### src/rtl/flashcmd_pkg.sv
package flashcmd_pkg;
  localparam int LOC_W = 4;

  typedef enum logic [1:0] {RD_ARRAY, RD_STATUS, RD_PROT} rd_mode_e;
  typedef enum logic [1:0] {SQ_IDLE, SQ_ERASE, SQ_PROT, SQ_PROG} sq_state_e;

  typedef struct packed {
    logic             ok;
    logic [LOC_W-1:0] bit_idx;
  } sect_loc_t;

  localparam logic [15:0] C_ERASE   = 16'h0020;
  localparam logic [15:0] C_CONFIRM = 16'h00D0;
  localparam logic [15:0] C_PROG    = 16'h0040;
  localparam logic [15:0] C_STATUS  = 16'h0070;
  localparam logic [15:0] C_CLEAR   = 16'h0050;
  localparam logic [15:0] C_ARRAY   = 16'h00FF;
  localparam logic [15:0] C_PSETUP  = 16'h0060;
  localparam logic [15:0] C_PSET    = 16'h0001;
  localparam logic [15:0] C_RDPROT  = 16'h0090;

  // Map a byte address to its sector's protection bit position.
  function automatic sect_loc_t locate(input int unsigned addr, input int unsigned b1_base,
                                       input int unsigned b0_bytes, input int unsigned b1_bytes,
                                       input int unsigned n0, input int unsigned n1,
                                       input int unsigned b1_bit0);
    sect_loc_t   r;
    int unsigned s;
    r = '0;
    if (addr < b1_base) begin
      s = addr / b0_bytes;
      r.ok = (s < n0);
      r.bit_idx = LOC_W'(s);
    end else begin
      s = (addr - b1_base) / b1_bytes;
      r.ok = (s < n1);
      r.bit_idx = LOC_W'(b1_bit0 + s);
    end
    return r;
  endfunction
endpackage

### src/rtl/fcmd_prot.sv
module fcmd_prot
  import flashcmd_pkg::*;
#(
  parameter int PROT_W = 16
) (
  input  logic              clk,
  input  logic              rst_n,
  input  logic              set_i,
  input  logic              clr_i,
  input  logic [LOC_W-1:0]  bit_i,
  input  logic              busy_i,
  output logic [PROT_W-1:0] map_o
);
  always_ff @(posedge clk) begin
    if (!rst_n) map_o <= '0;
    else if (set_i) map_o[bit_i] <= 1'b1;
    else if (clr_i) map_o[bit_i] <= 1'b0;
  end

  p_busy_holds_map_r8: assert property (@(posedge clk) disable iff (!rst_n)
    busy_i |=> $stable(map_o));
endmodule

### src/rtl/fcmd_array.sv
module fcmd_array
  import flashcmd_pkg::*;
#(
  parameter int ADDR_W  = 8,
  parameter int MEM_HW  = 96,
  parameter int B1_BASE = 128,
  parameter int B0_BYTES = 32,
  parameter int B1_BYTES = 16,
  parameter int N0 = 4,
  parameter int N1 = 4,
  parameter int B1_BIT0 = 8
) (
  input  logic              clk,
  input  logic              rst_n,
  input  logic              erase_do_i,
  input  logic              prog_do_i,
  input  logic [ADDR_W-1:0] op_addr_i,
  input  logic [15:0]       op_data_i,
  input  logic [ADDR_W-1:0] rd_addr_i,
  output logic [15:0]       rd_word_o
);
  localparam int IDX_W = $clog2(MEM_HW);

  logic [15:0]       mem [MEM_HW];
  logic [ADDR_W-1:0] op_full, rd_full;
  logic [IDX_W-1:0]  op_idx, rd_idx;
  logic              op_in, rd_in;
  sect_loc_t         eloc;

  assign op_full = op_addr_i >> 1;
  assign rd_full = rd_addr_i >> 1;
  assign op_in   = (int'(op_full) < MEM_HW);
  assign rd_in   = (int'(rd_full) < MEM_HW);
  assign op_idx  = IDX_W'(op_full);
  assign rd_idx  = IDX_W'(rd_full);
  assign eloc    = locate(int'(op_addr_i), B1_BASE, B0_BYTES, B1_BYTES, N0, N1, B1_BIT0);
  assign rd_word_o = rd_in ? mem[rd_idx] : 16'h0000;

  always_ff @(posedge clk) begin
    if (!rst_n) begin
      for (int i = 0; i < MEM_HW; i++) mem[i] <= 16'hFFFF;
    end else if (erase_do_i) begin
      for (int i = 0; i < MEM_HW; i++)
        if (locate(i * 2, B1_BASE, B0_BYTES, B1_BYTES, N0, N1, B1_BIT0) == eloc)
          mem[i] <= 16'hFFFF;
    end else if (prog_do_i && op_in) begin
      mem[op_idx] <= mem[op_idx] & op_data_i;
    end
  end

  p_erase_fill_r4: assert property (@(posedge clk) disable iff (!rst_n)
    erase_do_i |=> mem[$past(op_idx)] == 16'hFFFF);
  p_prog_and_r5: assert property (@(posedge clk) disable iff (!rst_n)
    (prog_do_i && op_in) |=> mem[$past(op_idx)] == ($past(mem[op_idx]) & $past(op_data_i)));
endmodule

### src/rtl/fcmd_seq.sv
module fcmd_seq
  import flashcmd_pkg::*;
#(
  parameter int ADDR_W  = 8,
  parameter int PROT_W  = 16,
  parameter int B1_BASE = 128,
  parameter int B0_BYTES = 32,
  parameter int B1_BYTES = 16,
  parameter int N0 = 4,
  parameter int N1 = 4,
  parameter int B1_BIT0 = 8,
  parameter int ERASE_CYCLES = 24,
  parameter int PROG_CYCLES  = 6
) (
  input  logic              clk,
  input  logic              rst_n,
  input  logic              wr_i,
  input  logic [ADDR_W-1:0] addr_i,
  input  logic [15:0]       wdata_i,
  input  logic [PROT_W-1:0] prot_map_i,
  output logic              busy_o,
  output logic [7:0]        status_o,
  output rd_mode_e          rmode_o,
  output logic              erase_do_o,
  output logic              prog_do_o,
  output logic [ADDR_W-1:0] op_addr_o,
  output logic [15:0]       op_data_o,
  output logic              pset_o,
  output logic              pclr_o,
  output logic [LOC_W-1:0]  pbit_o
);
  localparam int MAXC  = (ERASE_CYCLES > PROG_CYCLES) ? ERASE_CYCLES : PROG_CYCLES;
  localparam int CNT_W = $clog2(MAXC + 1);

  sq_state_e       state_q;
  logic            busy_q, op_erase_q;
  logic [CNT_W-1:0] cnt_q;
  logic [2:0]      err_q;  // {erase, program, protected}
  sect_loc_t       loc;
  logic            cmd_ok, hit, is_op, done, abort, refuse, start;

  assign loc    = locate(int'(addr_i), B1_BASE, B0_BYTES, B1_BYTES, N0, N1, B1_BIT0);
  assign hit    = !loc.ok || prot_map_i[loc.bit_idx];
  assign cmd_ok = wr_i && !busy_q;
  assign is_op  = (state_q == SQ_ERASE && wdata_i == C_CONFIRM) || (state_q == SQ_PROG);
  assign refuse = cmd_ok && is_op && hit;
  assign start  = cmd_ok && is_op && !hit;
  assign abort  = cmd_ok && ((state_q == SQ_ERASE && wdata_i != C_CONFIRM) ||
                  (state_q == SQ_PROT && wdata_i != C_PSET && wdata_i != C_CONFIRM));
  assign done   = busy_q && (cnt_q == '0);
  assign pset_o = cmd_ok && state_q == SQ_PROT && wdata_i == C_PSET && loc.ok;
  assign pclr_o = cmd_ok && state_q == SQ_PROT && wdata_i == C_CONFIRM && loc.ok;
  assign pbit_o = loc.bit_idx;
  assign erase_do_o = done && op_erase_q;
  assign prog_do_o  = done && !op_erase_q;
  assign busy_o   = busy_q;
  assign status_o = {~busy_q, 1'b0, err_q[2], err_q[1], 2'b00, err_q[0], 1'b0};

  always_ff @(posedge clk) begin
    if (!rst_n) begin
      state_q <= SQ_IDLE; busy_q <= 1'b0; cnt_q <= '0; err_q <= '0;
      rmode_o <= RD_ARRAY; op_erase_q <= 1'b0; op_addr_o <= '0; op_data_o <= '0;
    end else if (busy_q) begin
      if (done) busy_q <= 1'b0;
      else cnt_q <= cnt_q - 1'b1;
      if (wr_i && wdata_i == C_STATUS) rmode_o <= RD_STATUS;
    end else if (wr_i) begin
      unique case (state_q)
        SQ_IDLE: begin
          case (wdata_i)
            C_ERASE:  begin state_q <= SQ_ERASE; rmode_o <= RD_STATUS; end
            C_PSETUP: begin state_q <= SQ_PROT;  rmode_o <= RD_STATUS; end
            C_PROG:   begin state_q <= SQ_PROG;  rmode_o <= RD_STATUS; end
            C_STATUS: rmode_o <= RD_STATUS;
            C_RDPROT: rmode_o <= RD_PROT;
            C_ARRAY:  rmode_o <= RD_ARRAY;
            C_CLEAR:  err_q <= '0;
            default:  ;
          endcase
        end
        SQ_ERASE, SQ_PROG: begin
          state_q <= SQ_IDLE;
          if (abort) err_q <= err_q | 3'b110;
          else if (refuse) err_q <= err_q | ((state_q == SQ_ERASE) ? 3'b101 : 3'b011);
          else begin
            busy_q     <= 1'b1;
            op_erase_q <= (state_q == SQ_ERASE);
            cnt_q      <= (state_q == SQ_ERASE) ? CNT_W'(ERASE_CYCLES - 1) : CNT_W'(PROG_CYCLES - 1);
            op_addr_o  <= addr_i;
            op_data_o  <= wdata_i;
          end
        end
        SQ_PROT: begin
          state_q <= SQ_IDLE;
          if (abort) err_q <= err_q | 3'b110;
        end
        default: state_q <= SQ_IDLE;
      endcase
    end
  end

  p_refuse_ready_r7: assert property (@(posedge clk) disable iff (!rst_n)
    refuse |=> (status_o[7] && status_o[1]));
  p_busy_mode_r8: assert property (@(posedge clk) disable iff (!rst_n)
    (busy_q && !done) |=> (rmode_o == $past(rmode_o) || rmode_o == RD_STATUS));
  p_abort_status_r9: assert property (@(posedge clk) disable iff (!rst_n)
    abort |=> (status_o[5:4] == 2'b11 && rmode_o == RD_STATUS && state_q == SQ_IDLE));
  p_clear_flags_r3: assert property (@(posedge clk) disable iff (!rst_n)
    (cmd_ok && state_q == SQ_IDLE && wdata_i == C_CLEAR) |=> (status_o[5:4] == 2'b00 && !status_o[1]));
endmodule

### src/rtl/flashcmd_ctrl.sv
module flashcmd_ctrl
  import flashcmd_pkg::*;
#(
  parameter int ADDR_W       = 8,
  parameter int B0_SECTORS   = 4,
  parameter int B0_SECT_HW   = 16,
  parameter int B1_SECTORS   = 4,
  parameter int B1_SECT_HW   = 8,
  parameter int B1_BIT0      = 8,
  parameter int ERASE_CYCLES = 24,
  parameter int PROG_CYCLES  = 6
) (
  input  logic              clk,
  input  logic              rst_n,
  input  logic              bus_wr,
  input  logic              bus_rd,
  input  logic [ADDR_W-1:0] bus_addr,
  input  logic [15:0]       bus_wdata,
  output logic [15:0]       bus_rdata,
  output logic              bus_rvalid
);
  localparam int PROT_W   = 2 ** LOC_W;
  localparam int B0_BYTES = B0_SECT_HW * 2;
  localparam int B1_BYTES = B1_SECT_HW * 2;
  localparam int B1_BASE  = B0_SECTORS * B0_BYTES;
  localparam int MEM_HW   = B0_SECTORS * B0_SECT_HW + B1_SECTORS * B1_SECT_HW;
  localparam logic [ADDR_W-1:0] PROT_RD_ADDR = ADDR_W'(B1_BASE + 16);

  logic              busy, erase_do, prog_do, pset, pclr;
  logic [7:0]        status;
  rd_mode_e          rmode;
  logic [ADDR_W-1:0] op_addr;
  logic [15:0]       op_data, arr_word;
  logic [LOC_W-1:0]  pbit;
  logic [PROT_W-1:0] prot_map;

  fcmd_seq #(.ADDR_W(ADDR_W), .PROT_W(PROT_W), .B1_BASE(B1_BASE), .B0_BYTES(B0_BYTES),
    .B1_BYTES(B1_BYTES), .N0(B0_SECTORS), .N1(B1_SECTORS), .B1_BIT0(B1_BIT0),
    .ERASE_CYCLES(ERASE_CYCLES), .PROG_CYCLES(PROG_CYCLES)) u_seq (
    .clk(clk), .rst_n(rst_n), .wr_i(bus_wr), .addr_i(bus_addr), .wdata_i(bus_wdata),
    .prot_map_i(prot_map), .busy_o(busy), .status_o(status), .rmode_o(rmode),
    .erase_do_o(erase_do), .prog_do_o(prog_do), .op_addr_o(op_addr), .op_data_o(op_data),
    .pset_o(pset), .pclr_o(pclr), .pbit_o(pbit));

  fcmd_prot #(.PROT_W(PROT_W)) u_prot (
    .clk(clk), .rst_n(rst_n), .set_i(pset), .clr_i(pclr), .bit_i(pbit),
    .busy_i(busy), .map_o(prot_map));

  fcmd_array #(.ADDR_W(ADDR_W), .MEM_HW(MEM_HW), .B1_BASE(B1_BASE), .B0_BYTES(B0_BYTES),
    .B1_BYTES(B1_BYTES), .N0(B0_SECTORS), .N1(B1_SECTORS), .B1_BIT0(B1_BIT0)) u_array (
    .clk(clk), .rst_n(rst_n), .erase_do_i(erase_do), .prog_do_i(prog_do),
    .op_addr_i(op_addr), .op_data_i(op_data), .rd_addr_i(bus_addr), .rd_word_o(arr_word));

  always_ff @(posedge clk) begin
    if (!rst_n) begin
      bus_rvalid <= 1'b0;
      bus_rdata  <= '0;
    end else begin
      bus_rvalid <= bus_rd;
      if (bus_rd) begin
        unique case (rmode)
          RD_STATUS: bus_rdata <= {8'h00, status};
          RD_PROT:   bus_rdata <= (bus_addr == PROT_RD_ADDR) ? prot_map : 16'h0000;
          default:   bus_rdata <= arr_word;
        endcase
      end
    end
  end

  p_busy_not_ready_r4: assert property (@(posedge clk) disable iff (!rst_n)
    (bus_rd && busy && rmode == RD_STATUS) |=> (bus_rvalid && !bus_rdata[7]));
endmodule

### config.mk
export PLATFORM = sky130hd
export DESIGN_NAME = flashcmd_ctrl
export DESIGN_NICKNAME = d
export VERILOG_FILES = /design/src/rtl/flashcmd_pkg.sv /design/src/rtl/fcmd_prot.sv /design/src/rtl/fcmd_array.sv /design/src/rtl/fcmd_seq.sv /design/src/rtl/flashcmd_ctrl.sv
export SDC_FILE = /design/constraint.sdc
export NUM_CORES = 2
export LEC_CHECK = 0
export BUFFER_PORTS_ARGS = -buffer_cell sky130_fd_sc_hd__buf_4
export CAP_MARGIN = 5
export CORE_ASPECT_RATIO = 1.5
export CORE_MARGIN = 10
export CORE_UTILIZATION = 40
export CTS_CLUSTER_DIAMETER = 100
export CTS_CLUSTER_SIZE = 20
export DETAILED_ROUTE_END_ITERATION = 8
export GPL_ROUTABILITY_DRIVEN = 1
export HOLD_SLACK_MARGIN = 0.12
export PLACE_DENSITY_LB_ADDON = 0.12
export SLEW_MARGIN = 20
export SYNTH_ARGS = -nofsm -noshare
export SYNTH_HDL_FRONTEND = slang
export SYNTH_SLANG_ARGS = --single-unit
### constraint.sdc
create_clock -name clk -period 3.4 [get_ports clk]
set_input_delay 0.68 -clock clk [delete_from_list [all_inputs] [get_ports clk]]
set_output_delay 0.68 -clock clk [all_outputs]
set_load 0.1 [all_outputs]
* Word-level counts from Yosys, hierarchy flattened
Memory sizes are Yosys's and may differ from the RTL's. A register that Yosys moved wholly into a read port is not among the register bits.
Index checks and enable logic that the tools add are counted.
** Word-level totals
- Register bits after elaboration :: 71
- RAM bits :: 1536
- Bits of input ports :: 28
- Output and inout port bits :: 17
- Word-level logic and storage cells :: 401
- Memories kept :: 1
** Memories
- u_array.mem :: depth 96, bits a word 16, rd ports 2, clocked after memory_dff 1, write ports 96, line fcmd_array.sv:24 : logic [15:0] mem [MEM_HW];
** Cells by class
- Add/sub/neg operators :: 5
- $lt $le $gt $ge :: 10
- Equality and inequality tests :: 35
- Mux-type cells :: 191
- Bitwise gates (word level) :: 105
- Reductions and logical operators :: 42
** Operators with widths (number)
- 2-to-1 mux 16 bit :: 101
- 2-to-1 mux 5 bit :: 25
- OR 1 bit :: 96
- == test 16 x 7 -> 1 bit, second input constant :: 4
- less-than comparator 28 x 3 -> 1 bit, second input constant :: 2
- == test 16 x 8 -> 1 bit, second input constant :: 3
- 2-to-1 mux 1 bit :: 46
- == test 5 bit :: 8
- bitwise AND 16 bit :: 2
- case mux 16 bit (2 select lines) :: 1
- 2-to-1 mux 7 bit :: 3
- logical AND 1 bit :: 19
- subtractor 8 x 8 -> 9 bit, second input constant :: 2
- == test 16 x 1 -> 1 bit, second input constant :: 1
- == test 16 x 6 -> 1 bit, second input constant :: 1
- less-than comparator 8 bit, second input constant :: 2
- inequality test 16 x 1 -> 1 bit, second input constant :: 1
- inequality test 16 x 8 -> 1 bit, second input constant :: 1
- inverter 16 bit :: 1
- OR 16 bit :: 1
- OR reduction 16 bit :: 1
- 2-to-1 mux 3 bit :: 5
- AND reduction 5 bit :: 3
- less-than comparator 7 bit, second input constant :: 2
- other kinds (32) :: 57

* Depth between registers and ports, before layout
- Word-level depth :: 12
- Gate-level depth with buffers :: 15
- Mapped depth without buffers :: 7

* Hierarchy
Synthesis repeated with hierarchy kept, for this count alone.
** Second synthesis, totals
- Cell total of the unflattened synthesis :: 7559
- Area total of the unflattened synthesis :: 102195.5 µm²
** By module, submodules not included
- fcmd_array :: times used 1, cells each 7150, area each 98344.3 µm², seq. area each 61499.0 µm²
- fcmd_seq :: times used 1, cells each 244, area each 2173.3 µm², seq. area each 760.7 µm²
- flashcmd_ctrl :: times used 1, cells each 93, area each 947.2 µm², seq. area each 340.3 µm²
- fcmd_prot :: times used 1, cells each 72, area each 730.7 µm², seq. area each 320.3 µm²

* Worst setup path after synthesis
Ideal clock, no wire load.
- Path type :: register to register
- Start point :: register u_seq.cnt_q[2]
- End point :: memory u_array.mem[79][0], enable pin
- Library setup time :: 411 ps
- Data arrival time :: 2801 ps
- Required time :: 2989 ps
- Setup slack :: 188 ps
- Cell stages (with the launch flop) :: 7
- Path buffers :: 1
- Period minus slack after synthesis :: 3212 ps
- Path through :: dfxtp_1 nor4b_1 nand4_1 nor2_1 nand3_1 clkbuf_1 o21ai_0
** RTL lines
- start, declared :: line fcmd_seq.sv:37 : logic [CNT_W-1:0] cnt_q;
- start signal, assigned :: line fcmd_seq.sv:65 : else cnt_q <= cnt_q - 1'b1;
- start signal, assigned :: line fcmd_seq.sv:88 : cnt_q <= (state_q == SQ_ERASE) ? CNT_W'(ERASE_CYCLES - 1) : CNT_W'(PROG_CYCLES - 1);
- end, declared :: line fcmd_array.sv:24

==> summary.md <==
| Metric | Value |
|---|---|
| Pwr dens | 395 mW/mm2 |
| Final nets | 8,722 |
| Most frequent CP cell | buf_12 |
| Post-Syn Area per Cell | 13.9 um2 |
| LEAKAGE | 0.0407 uW |
| Post-synth EDFFs | 2,048 |
| CTS tree | built |
| I/O pin count | 45 |
| Total GRT Usage | 0.295 |
| Die footprint | 0.287 mm2 |
| Initial Util | 0.402 |
| Cell with the most instances after synthesis | edfxtp_1 |
| Cells after synthesis | 7,630 |
| Hold path startpoint | bus_wdata[3] |
| Status | finished with violations |
| Final Cell Area | 0.126 mm2 |
| Pin count of the biggest net entering global routing | 65 |
| Cell Rows | 231 |
| Critical Path AT | 4.06 ns |
| Violated checks | setup timing |
| Vias in the first global route | 75,675 |
| Final WS setup | -0.0831 ns |
| Seq cells post-synth | 2,125 |
| Initial antenna violation count | 29 |
| Global route total overflow | 0 |
| Root buf cell | clkbuf_16 |
| Clock Pin Slew Worst Setup and Hold Paths | 0.10 ns |
| DR WL met3 | 36.3 mm |
| Critical-path maximum fanout | 8 |
| Die H | 651 um |
| Max Root-Sink Buffers | 3 |
| Tcrit/Tclk final | 1.02 |
| Max_cap viols | 0 |
| Port Buffers | 44 |
| Post-Syn Area | 0.106 mm2 |
| Buf/Inv on CP | 7 |
| Post-DP Area | 0.120 mm2 |
| Post-synthesis sequential area ratio | 0.594 |
| H-tree levels | 3 |
| Leading register cell type out of synthesis | edfxtp_1 |
| 1st-iter DRT viols | 9,393 |
| Slowest-stage cell, CP | mux4_2 |
| Post-synth top cells | edfxtp_1 (2,048), o21ai_0 (1,258), mux2i_1 (866) |
| Clk Latency, worst-skew pair | 0.86 ns |
| Hold EP | u_seq.op_data_o[3] |
| R2R depth | 12 |
| RSZ-0062 raised after global routing | true |
| Syn. warnings | 0 |
| Ys async rst share | 0 |
| CP peak stage delay | 0.63 ns |
| Met2 wire len | 211 mm |
| # DRC | 0 |
| Vias per inst | 6.27 |
| Hold path depth | 3 |
| Finish-stage setup viols | 196 |
| CTS buffer count | 116 |
| Peak Freq | 287 MHz |
| Syn-to-layout area delta | 18.7% |
| Top cell type's share of synthesized area | 0.579 |
| Core area | 0.264 mm2 |
| Flop2flop setup slack | -0.08 ns |
| Worst Max-Slew Pin Slew | 1.17 ns |
| Post-Place Worst Slack | -0.304 ns |
| Worst Path Required | 3.98 ns |
| DR WL/cell | 36.4 um |
| Yosys cell types | 78 |
| Chip width | 441 um |
| Tmin final | 3.48 ns |
| Reg-to-Reg End | u_array.mem[106][4] |
| Family with the most delay on the worst path | buffers and inverters |
| Post-DP HPWL | 307 mm |
| M1 WL | 149 mm |
| Clk sinks | 2,125 |
| Min-Delay Path Class | in2reg |
| Layout cells sized above 1 | 0.244 |
| Top Layer Used | met5 |
| Slew Limit Headroom | 0.216 |
| Placer congestion estimate | 1.00 |
| Top cells by area, synth | edfxtp_1 (58%), mux4_2 (11%), mux2i_1 (8.2%) |
| First-pass GRT wire length | 595 mm |
| Hold Vio Cnt, Final | 0 |
| Crit. End Element | flip-flop |
| Maximum VDD drop | 718 uV |
| First-pass DRT Iterations | 7 |
| Via Count | 76,905 |
| Post-route ant nets | 0 |
| Leading area contributor after synthesis | edfxtp_1 |
| Startpoint Class | flip-flop |
| Worst setup path class | reg2reg |
| Max-slew violation count | 0 |
| Worst clock skew | 0.0622 ns |
| Crit-path cells | buf_12 > buf_16 > buf_12 > mux4_2 > mux4_2 > nor2b_4 > nor3_4 > buf_12 > buf_16 > buf_6 > nor2_4 > clkbuf_16 |
| Routed WL | 446 mm |
## timing repair
| item | CTS | global route |
|---|---|---|
| setup buffers | 42 | 40 |
| resized for setup | 60 | 77 |
| endpoints found under the setup margin | 1795 | 834 |
| cloned | 13 | 30 |
| hold buffers | 10 | 0 |
| pin swaps | 11 | 11 |
| endpoints found under the hold margin | 10 | 0 |
## per-layer routing
layer	up-vias	GRT usage
li1	31910	-
met1	39659	0.336
met2	4156	0.483
met3	1166	0.0443
met4	14	0.250
met5	-	0
## power by group
part	internal (uW)	leakage (uW)	switching, uW
registers	29700	0.0210	582
logic	1600	0.0181	2640
clock network	6440	0.00157	8900
total	37700	0.0407	12100
## how the worst max path moves through the flow
stage                               from                   to  cells after the start
after floorplan           u_seq.cnt_q[2]   u_array.mem[79][0]                      6
after global placement         flip-flop  u_array.mem[119][7]                     10
after detailed placement       flip-flop  u_array.mem[59][15]                     10
after CTS                      flip-flop  u_array.mem[110][1]                     12
after global routing           flip-flop   u_array.mem[67][1]                     12
final                          flip-flop  u_array.mem[106][4]                     12
## kinds of logic after synthesis
kind of cell    share of synthesized area
xor+xnor                        0.0000825
compound gates                      0.127
other cells                     0.0000353
fa+ha+maj                        0.000471
buf+inv                            0.0419
mux                                 0.198
flops                               0.594
simple gates                       0.0393
## placed cells by master, fill, tap and decap left out, types with 12 or more instances in the layout
master / synthesis / routed
a211oi_1: 32 / 32
a21oi_1: 148 / 147
a221oi_1: 22 / 22
a22oi_1: 326 / 321
a31oi_1: 14 / 13
and2_1: 18 / 15
buf_12: 0 / 244
buf_16: 0 / 27
buf_4: 145 / 919
buf_6: 57 / 28
clkbuf_1: 394 / 62
clkbuf_16: 0 / 140
conb_1: 1 / 512
dfxtp_1: 77 / 73
diode_2: 0 / 14
edfxtp_1: 2048 / 2048
mux2_2: 40 / 40
mux2i_1: 866 / 864
mux4_2: 527 / 527
nand2_1: 206 / 200
nand2b_1: 16 / 16
nand3_1: 208 / 201
nand4_1: 44 / 44
nor2_1: 197 / 185
nor2b_1: 66 / 57
nor3_1: 21 / 18
nor3_4: 13 / 13
o2111ai_1: 19 / 16
o21ai_0: 1258 / 1134
o21ai_1: 406 / 471
o21ai_2: 27 / 68
o21ai_4: 0 / 18
o22ai_1: 32 / 32
o31ai_1: 13 / 12
## per-stage QoR
stage	cells	hold slack (ns)	TNS (ns)	util	power, uW
finish	12268	0.184	-5.25	0.477	49800
global route	12260	0.198	-2.44	0.477	51100
CTS	12189	0.162	-2.27	0.472	49900
detailed placement	11937	0.438	-172.75	0.455	34900
global placement	11937	0.438	-173.32	0.455	34800
floorplan	8141	0.421	0	-	32800
## registers in the layout (all words and copies together), names as in the netlist, named ones only
name and count:
u_array.mem 2048, bus_rdata 16, u_seq.err_q 3, u_seq.state_q 2, u_seq.rmode_o 2, u_seq.op_data_o 16, u_seq.op_erase_q 1, bus_rvalid 1
u_seq.op_addr_o 7, u_seq.busy_o 1, u_seq.cnt_q 5
## worst reg2reg max path, stage by stage, from the launching register on
cell and delay (ns):
dfxtp_4 0.38, buf_12 0.16, buf_16 0.21, buf_12 0.18
mux4_2 0.63, mux4_2 0.50, nor2b_4 0.16, nor3_4 0.22
buf_12 0.17, buf_16 0.23, buf_6 0.14, nor2_4 0.05
clkbuf_16 0.17
## layout make-up
type,instances,area (um2)
clock inverter,8,124
tap,3495,4370
inverter,14,52.6
multi-input combinational,5166,41300
antenna,14,35.0
clock buffer,179,3160
fill,23461,138000
timing repair buffer,1267,13900
sequential,2125,63100
Power figures use the tool's default switching activity.
